==> config.mk <==
export PLATFORM = sky130hd
export DESIGN_NAME = pn_correlator
export DESIGN_NICKNAME = d
export VERILOG_FILES = /design/src/rtl/pncorr_pkg.sv /design/src/rtl/pncorr_tapline.sv /design/src/rtl/pncorr_addtree.sv /design/src/rtl/pncorr_detect.sv /design/src/rtl/pn_correlator.sv
export SDC_FILE = /design/constraint.sdc
export NUM_CORES = 1
export LEC_CHECK = 0
export BUFFER_PORTS_ARGS = -buffer_cell sky130_fd_sc_hd__buf_4
export CORE_MARGIN = 4
export CORE_UTILIZATION = 43
export CTS_CLUSTER_DIAMETER = 120
export CTS_CLUSTER_SIZE = 14
export DETAILED_ROUTE_END_ITERATION = 12
export SLEW_MARGIN = 15
export SYNTH_ARGS = -nofsm -noshare
export SYNTH_HDL_FRONTEND = slang
export SYNTH_SLANG_ARGS = --single-unit
export TNS_END_PERCENT = 20
==> constraint.sdc <==
create_clock -name clk -period 4.5 [get_ports clk]
set_input_delay 0.9 -clock clk [delete_from_list [all_inputs] [get_ports clk]]
set_output_delay 0.9 -clock clk [all_outputs]
set_load 0.02 [all_outputs]
==> src/rtl/pncorr_pkg.sv <==
package pncorr_pkg;

   // Number of zero bits among the low n bits of a pattern word.
   function automatic int count_zero_chips(input logic [63:0] pat, input int n);
      int z;
      z = 0;
      for (int i = 0; i < n; i++) begin
         if (!pat[i]) z++;
      end
      return z;
   endfunction

   // Adder tree depth for a leaf count.
   function automatic int tree_depth(input int leaves);
      return $clog2(leaves);
   endfunction

endpackage

==> src/rtl/pncorr_tapline.sv <==
module pncorr_tapline #(
   parameter int                 SAMPLE_W = 8,
   parameter int                 CHIPS    = 15,
   parameter logic [CHIPS-1:0]   PATTERN  = '1
) (
   input  logic                    clk,
   input  logic                    rst,
   input  logic                    en,
   input  logic [SAMPLE_W-1:0]     din,
   output logic [CHIPS*SAMPLE_W-1:0] taps_flat,
   output logic                    vld
);

   logic [SAMPLE_W-1:0] chain [CHIPS];

   always_ff @(posedge clk) begin
      if (rst) begin
         vld <= 1'b0;
         for (int k = 0; k < CHIPS; k++) chain[k] <= '0;
      end else begin
         vld <= en;
         if (en) begin
            chain[0] <= din;
            for (int k = 1; k < CHIPS; k++) chain[k] <= chain[k-1];
         end
      end
   end

   // Per-tap sign: pass through or invert; the +1 of each negation is added later.
   for (genvar k = 0; k < CHIPS; k++) begin : g_tap
      if (PATTERN[k]) begin : g_pos
         assign taps_flat[k*SAMPLE_W +: SAMPLE_W] = chain[k];
      end else begin : g_neg
         assign taps_flat[k*SAMPLE_W +: SAMPLE_W] = ~chain[k];
      end
   end

   AST_CHAIN_HOLD: assert property (@(posedge clk) disable iff (rst)
      !en |=> $stable(taps_flat));

endmodule

==> src/rtl/pncorr_addtree.sv <==
module pncorr_addtree #(
   parameter int IN_W   = 8,
   parameter int LEAVES = 16,
   localparam int LEVELS = pncorr_pkg::tree_depth(LEAVES),
   localparam int OUT_W  = IN_W + LEVELS
) (
   input  logic                     clk,
   input  logic                     rst,
   input  logic [LEAVES*IN_W-1:0]   leaves_flat,
   input  logic                     in_vld,
   output logic signed [OUT_W-1:0]  sum,
   output logic                     out_vld
);

   localparam int NP = 1 << LEVELS;

   if (LEAVES < 2) begin : g_bad_leaves
      $error("pncorr_addtree needs at least two leaves");
   end

   for (genvar l = 0; l <= LEVELS; l++) begin : g_lvl
      localparam int WL = IN_W + l;
      localparam int NN = NP >> l;
      logic signed [WL-1:0] node [NN];
      logic                 v;

      if (l == 0) begin : g_leaf
         assign v = in_vld;
         for (genvar i = 0; i < NN; i++) begin : g_in
            if (i < LEAVES) begin : g_used
               assign node[i] = $signed(leaves_flat[i*IN_W +: IN_W]);
            end else begin : g_pad
               assign node[i] = '0;
            end
         end
      end else begin : g_add
         always_ff @(posedge clk) begin
            if (rst) begin
               v <= 1'b0;
               for (int i = 0; i < NN; i++) node[i] <= '0;
            end else begin
               v <= g_lvl[l-1].v;
               for (int i = 0; i < NN; i++) begin
                  node[i] <= WL'(g_lvl[l-1].node[2*i]) + WL'(g_lvl[l-1].node[2*i+1]);
               end
            end
         end
      end
   end

   assign sum     = g_lvl[LEVELS].node[0];
   assign out_vld = g_lvl[LEVELS].v;

endmodule

==> src/rtl/pncorr_detect.sv <==
module pncorr_detect #(
   parameter int CORR_W = 12
) (
   input  logic                     clk,
   input  logic                     rst,
   input  logic                     vld_in,
   input  logic signed [CORR_W-1:0] sum_in,
   input  logic signed [CORR_W-1:0] thr,
   output logic                     out_valid,
   output logic signed [CORR_W-1:0] out_corr,
   output logic                     out_det
);

   always_ff @(posedge clk) begin
      if (rst) begin
         out_valid <= 1'b0;
         out_det   <= 1'b0;
         out_corr  <= '0;
      end else begin
         out_valid <= vld_in;
         out_det   <= vld_in && (sum_in >= thr);
         if (vld_in) out_corr <= sum_in;
      end
   end

   AST_DET_ONLY_VALID: assert property (@(posedge clk) disable iff (rst)
      out_det |-> out_valid);

   AST_DET_THRESHOLD: assert property (@(posedge clk) disable iff (rst)
      out_valid |-> (out_det == (out_corr >= $past(thr))));

   AST_RESET_CLEAR: assert property (@(posedge clk)
      rst |=> (!out_valid && !out_det && out_corr == '0));

endmodule

==> src/rtl/pn_correlator.sv <==
module pn_correlator #(
   parameter int               SAMPLE_W     = 8,
   parameter int               CHIPS        = 15,
   parameter logic [CHIPS-1:0] CHIP_PATTERN = 15'b100111010011011,
   parameter int               CORR_W       = 12
) (
   input  logic                     clk,
   input  logic                     rst,
   input  logic                     in_en,
   input  logic [SAMPLE_W-1:0]      in_sample,
   input  logic signed [CORR_W-1:0] thr,
   output logic                     out_valid,
   output logic signed [CORR_W-1:0] out_corr,
   output logic                     out_det
);
   import pncorr_pkg::*;

   localparam int LEAVES  = CHIPS + 1;
   localparam int LEVELS  = tree_depth(LEAVES);
   localparam int TREE_W  = SAMPLE_W + LEVELS;
   localparam int NEG_CNT = count_zero_chips(64'(CHIP_PATTERN), CHIPS);
   localparam int MAX_MAG = CHIPS * (1 << (SAMPLE_W - 1));

   if (CHIPS < 2 || CHIPS > 63) begin : g_bad_chips
      $error("CHIPS must lie in 2..63");
   end
   if (CORR_W < TREE_W) begin : g_bad_width
      $error("CORR_W too narrow for the adder tree growth");
   end
   if (NEG_CNT >= (1 << (SAMPLE_W - 1))) begin : g_bad_neg
      $error("negation count does not fit one leaf");
   end

   logic [CHIPS*SAMPLE_W-1:0]  taps_flat;
   logic                       tap_vld;
   logic [LEAVES*SAMPLE_W-1:0] leaves_flat;
   logic signed [TREE_W-1:0]   tree_sum;
   logic                       tree_vld;
   logic signed [CORR_W-1:0]   tree_sum_x;

   pncorr_tapline #(
      .SAMPLE_W (SAMPLE_W),
      .CHIPS    (CHIPS),
      .PATTERN  (CHIP_PATTERN)
   ) u_tapline (
      .clk       (clk),
      .rst       (rst),
      .en        (in_en),
      .din       (in_sample),
      .taps_flat (taps_flat),
      .vld       (tap_vld)
   );

   // Correction leaf restores +1 for every inverted tap.
   assign leaves_flat = {SAMPLE_W'(NEG_CNT), taps_flat};

   pncorr_addtree #(
      .IN_W   (SAMPLE_W),
      .LEAVES (LEAVES)
   ) u_tree (
      .clk         (clk),
      .rst         (rst),
      .leaves_flat (leaves_flat),
      .in_vld      (tap_vld),
      .sum         (tree_sum),
      .out_vld     (tree_vld)
   );

   assign tree_sum_x = CORR_W'(tree_sum);

   pncorr_detect #(
      .CORR_W (CORR_W)
   ) u_detect (
      .clk       (clk),
      .rst       (rst),
      .vld_in    (tree_vld),
      .sum_in    (tree_sum_x),
      .thr       (thr),
      .out_valid (out_valid),
      .out_corr  (out_corr),
      .out_det   (out_det)
   );

   AST_CORR_RANGE: assert property (@(posedge clk) disable iff (rst)
      out_valid |-> (int'(out_corr) <= MAX_MAG && int'(out_corr) >= -MAX_MAG));

endmodule

== Yosys cells after proc, flatten, opt, wreduce, memory -nomap -nowiden ==
Memories as Yosys holds them, arrays and structs flattened.
Index checks and enable logic that the tools add are counted.
Word-level totals
  flip-flop bits (word level): 19
  bits in writable memories: 266
  input port bits: 23
  output and inout bits: 14
  logic and storage cells: 103
  memories kept: 5
Memories
  u_tapline.chain: words 15, width 8, read ports 15, clocked after memory_dff 0, wr ports 15, RTL line pncorr_tapline.sv:14  | logic [SAMPLE_W-1:0] chain [CHIPS];
  u_tree.g_lvl[1].node: words 8, width 9, read ports 8, clocked after memory_dff 0, wr ports 8, RTL line pncorr_addtree.sv:24  | logic signed [WL-1:0] node [NN];
  u_tree.g_lvl[2].node: words 4, width 10, read ports 4, clocked after memory_dff 0, wr ports 4, RTL line pncorr_addtree.sv:24
  u_tree.g_lvl[3].node: words 2, width 11, read ports 2, clocked after memory_dff 0, wr ports 2, RTL line pncorr_addtree.sv:24
  u_tree.g_lvl[4].node: words 1, width 12, read ports 1, clocked after memory_dff 0, wr ports 1, RTL line pncorr_addtree.sv:24
Operators by class
  add/sub/neg operators: 15
  order comparisons: 1
  mux-type cells: 37
  bitwise operators: 35
  reduce and logical (&&, ||, !) cells: 2
Operator list (number)
  $mux 8: 15
  $mux 9: 8
  $add 8x8->9: 7
  $not 8->8: 6
  $add 9x9->10: 4
  $mux 10: 4
  $or 1x1->1: 29
  $add 10x10->11: 2
  $mux 11: 2
  $add 11x11->12: 1
  $ge 12x12->1: 1
  $mux 12: 1
  $reduce_or 12->1: 1
  $add 8x4->9 const B: 1
  $mux 1: 7
  $logic_and 1x1->1: 1

== Longest topological paths before layout ==
  word-level depth: 4
  mapped depth: 10
  mapped depth without buffers: 10

== Hierarchy ==
From an unflattened synthesis, not the netlist that was laid out.
Second synthesis, totals
  cells, all modules: 1447
  area total of the unflattened synthesis: 15195.8 sq um
Modules (own cells, without submodules)
  pncorr_addtree: times used 1, cells an instance 973, area each 8869.8 sq um, seq. area each 3002.9 sq um
  pncorr_tapline: times used 1, cells an instance 385, area each 5504.0 sq um, seq. area each 3623.5 sq um
  pncorr_detect: times used 1, cells an instance 87, area each 814.5 sq um, seq. area each 280.3 sq um
  pn_correlator: times used 1, cells an instance 2, area each 7.5 sq um, seq. area each 0.0 sq um

== Worst setup path after synthesis ==
OpenSTA, ideal clock, no wires.
  path type: input-to-reg
  from: input rst
  to: memory u_tapline.chain[0][0] (enable)
  setup time: 0.428 ns
  arrival time: 3.078 ns
  required time: 4.072 ns
  setup slack: 0.994 ns
  stages on the path: 4
  buffers on the path: 3
  cells stage by stage: clkbuf_1 buf_6 clkbuf_1 or2_2
RTL lines
  start, declared: RTL line pn_correlator.sv:8  | input logic rst,
  end, declared: RTL line pncorr_tapline.sv:14

==> results.py <==
metrics = {
    "detailed_routing": {
        "drt_iter0_drc": 378,
        "wl_met3_um": 685,
        "wl_met1_um": 11500,
        "top_layer": "met4",
        "wl_per_cell_um": 13.5,
        "drc_errors": 0,
        "via_per_inst": 4.83,
        "routed_wirelength_um": 22900,
        "dr.pass1.iters": 4,
        "wl_met2_um": 10200,
        "vias": 8210,
        "antenna_left": 0,
    },
    "critical_path": {
        "r2r_end": "u_tree.g_lvl[4].node[0][10]",
        "start_kind": "register",
        "critPathCaptureType": "register",
        "cp_max_fo": 3,
        "reg2reg_slack_ps": 2130,
        "criticalPathCategory": "reg2reg",
        "cp.required_ps": 4870,
        "reg2reg_from": "u_tree.g_lvl[3].node[0][0]",
        "arrival_ps": 2750,
        "ff2ff_path_depth": 8,
    },
    "outcome": {
        "status": "completed",
    },
    "min_path": {
        "worstHoldStart": "u_tree.g_lvl[3].v",
        "min_to": "u_tree.out_vld",
        "whs_path_depth": 1,
        "hp-class": "reg2reg",
    },
    "die": {
        "dieArea_um2": 34600,
        "start_util": 0.441,
        "coreArea_um2": 30900,
        "die_x_um": 186,
        "die_height_um": 186,
        "placementRows": 64,
        "ios": 37,
    },
    "placement": {
        "dp_cells": 1660,
        "io_buffers": 36,
        "place.gp.congestion": 0.767,
        "hpwl_um": 15900,
        "dpl_cell_area_um2": 14300,
    },
    "logic_synthesis": {
        "ys.warnings.count": 0,
        "synthTopCellsByArea": "edfxtp_1 (26%), dfxtp_1 (24%), ha_1 (12%)",
        "synth-main-ff-cell": "dfxtp_1",
        "ys_types": 57,
        "netlist_area_um2": 13600,
        "netlist.area_leader.share": 0.265,
        "syn_inst": 1259,
        "synth_seq_cells": 285,
        "yosysSeqAreaShare": 0.507,
        "synth_edf_count": 120,
        "yosys.cell_count.top_type": "nor2_1",
        "synth_area_leader_cell": "edfxtp_1",
        "async_reset_ff_frac": 0,
        "avgSynthCellArea_um2": 10.8,
        "netlist_top_cells_count": "nor2_1 (166), dfxtp_1 (165), ha_1 (136)",
        "synth_nets": 1432,
    },
    "timing": {
        "max_freq_ghz": 0.422,
        "fin_setup_tns_ps": 0,
        "period_needed_ps": 2370,
        "tightest_slew_ps": 1030,
        "rsz0062_at_grt": "no",
        "maxSlewHeadroom": 0.311,
        "hold_viol_final": 0,
        "period_share": 0.527,
        "finalMaxSlewViolations": 0,
        "fin_skew_ps": 14.8,
        "setup_viol": 0,
    },
    "clock_tree": {
        "clockBufferDepth": 3,
        "cts_max_level": 1,
        "cts_setup_buffers": 0,
        "cts_resized": 0,
        "cts_tree": "yes",
        "clock_latency_ps": 520,
        "cts_buffers": 24,
        "cts.sinks": 285,
        "clk_pin_slew_ps": 60,
        "clockRootBuffer": "clkbuf_16",
        "ctsHoldBuffers": 0,
    },
    "global_routing": {
        "grt_use_total": 0.134,
        "grt_max_degree": 212,
        "antenna_found_initial": 0,
        "gr-total-overflow": 0,
        "grt_pass1_wl_um": 38900,
        "grt_pass1_vias": 8168,
    },
    "finish": {
        "seq_area_um2": 6910,
        "fin_area_um2": 15000,
        "multi_input_area_um2": 6250,
        "nets": 1463,
        "fill_cells": 2816,
        "diodes": 0,
        "syn_to_final_growth_pct": 10.1,
        "post_layout_nonfiller_instances": 1699,
        "drive_gt1_frac": 0.0591,
    },
    "flow_run": {
        "drv_cap": 0,
    },
    "pwr": {
        "leakagePower_nw": 6.59,
        "switching_share": 0.274,
        "p_int_w": 0.00471,
        "p_switching_w": 0.00178,
        "p_comb_frac": 0.214,
        "vdd.ir_drop.worst_mv": 0.246,
        "p_per_area_nw_per_um2": 432,
        "pwr-share-seq": 0.490,
        "clockPowerShare": 0.296,
    },
}
## cell families after synthesis
logic type	share of synthesized area
muxes	0.0130
AOI/OAI and AO/OA	0.0924
buffers and inverters	0.0347
adders and majority gates	0.146
DFF	0.507
xor gates and xnor gates	0.0547
and+or+nand+nor	0.152
## layer usage
layer / global-route usage / vias to the layer above
li1: - / 4326
met1: 0.190 / 3772
met2: 0.219 / 79
met3: 0.0186 / 33
met4: 0.0347 / 0
met5: 0 / -
## worst max-delay path by stage
stage,end,slack (ps),startpoint
floorplan,u_tapline.chain[0][0],990,rst
global placement,u_tapline.chain[0][117],2040,rst
detailed placement,u_tapline.chain[0][111],2020,rst
CTS,u_tree.g_lvl[4].node[0][10],2110,u_tree.g_lvl[3].node[0][0]
global route,u_tree.g_lvl[4].node[0][10],1840,u_tree.g_lvl[3].node[0][0]
finish,u_tree.g_lvl[4].node[0][10],2130,u_tree.g_lvl[3].node[0][0]
## layout by cell type, fill, tap and decap left out, drive strengths merged, types with 5 or more instances in the layout
cell type  Yosys  routed
nand2b        23      23
mux2i         12      12
buf            5      39
dfxtp        165     165
a311oi         7       7
mux2           5       5
a2bb2oi        5       5
nand2         34      34
o21a           9       9
and2          82      82
a211oi         6       6
nor3          14      14
ha           136     136
nor2         166     166
xnor2         48      48
a21oi         50      50
nor2b         72      72
a21o          37      37
xor2          37      37
edfxtp       120     120
clkbuf        29      38
fa            14      14
inv           90      91
o211ai        10      10
o21ai         32      32
## state kept, by name (all words and copies together), names as in the netlist
register,flops
u_detect.out_valid,1
u_tree.g_lvl.node,146
u_detect.out_corr,12
u_tree.g_lvl.v,3
u_detect.out_det,1
u_tapline.vld,1
u_tapline.chain,120
u_tree.out_vld,1
## cell type report
class	count	area share
Sequential cell	285	0.461
Clock buffer	38	0.0450
Inverter	90	0.0225
Tap cell	396	0.0330
Multi-Input combinational cell	850	0.417
Timing Repair Buffer	39	0.0214
Clock inverter	1	0.000751
## critical path, cell delays in order, from the launching register on
cell and delay (ps):
dfxtp_1 300, ha_1 230, fa_1 420, a211oi_1 320
o21ai_0 220, a2111oi_0 430, nor2_1 120, xnor2_1 140
nor2_1 50
## through the flow
stage	total power [W]	hold slack, ps	util	setup slack (ps)
2_1_floorplan	0.00431	414	-	994
3_3_place_gp	0.00462	432	0.463	2040
3_5_place_dp	0.00463	423	0.463	2020
4_1_cts	0.00660	438	0.485	2110
5_1_grt	0.00691	460	0.485	1840
6_report	0.00648	434	0.485	2130
## power groups by stage
stage / Combinational (W) / Clock [W] / Sequential [W]
detailed placement: 0.00140 / 0 / 0.00324
finish: 0.00139 / 0.00192 / 0.00318
CTS: 0.00141 / 0.00200 / 0.00318
floorplan: 0.00113 / 0 / 0.00318
global route: 0.00161 / 0.00209 / 0.00321
global placement: 0.00138 / 0 / 0.00324
Power figures use the tool's default switching activity.
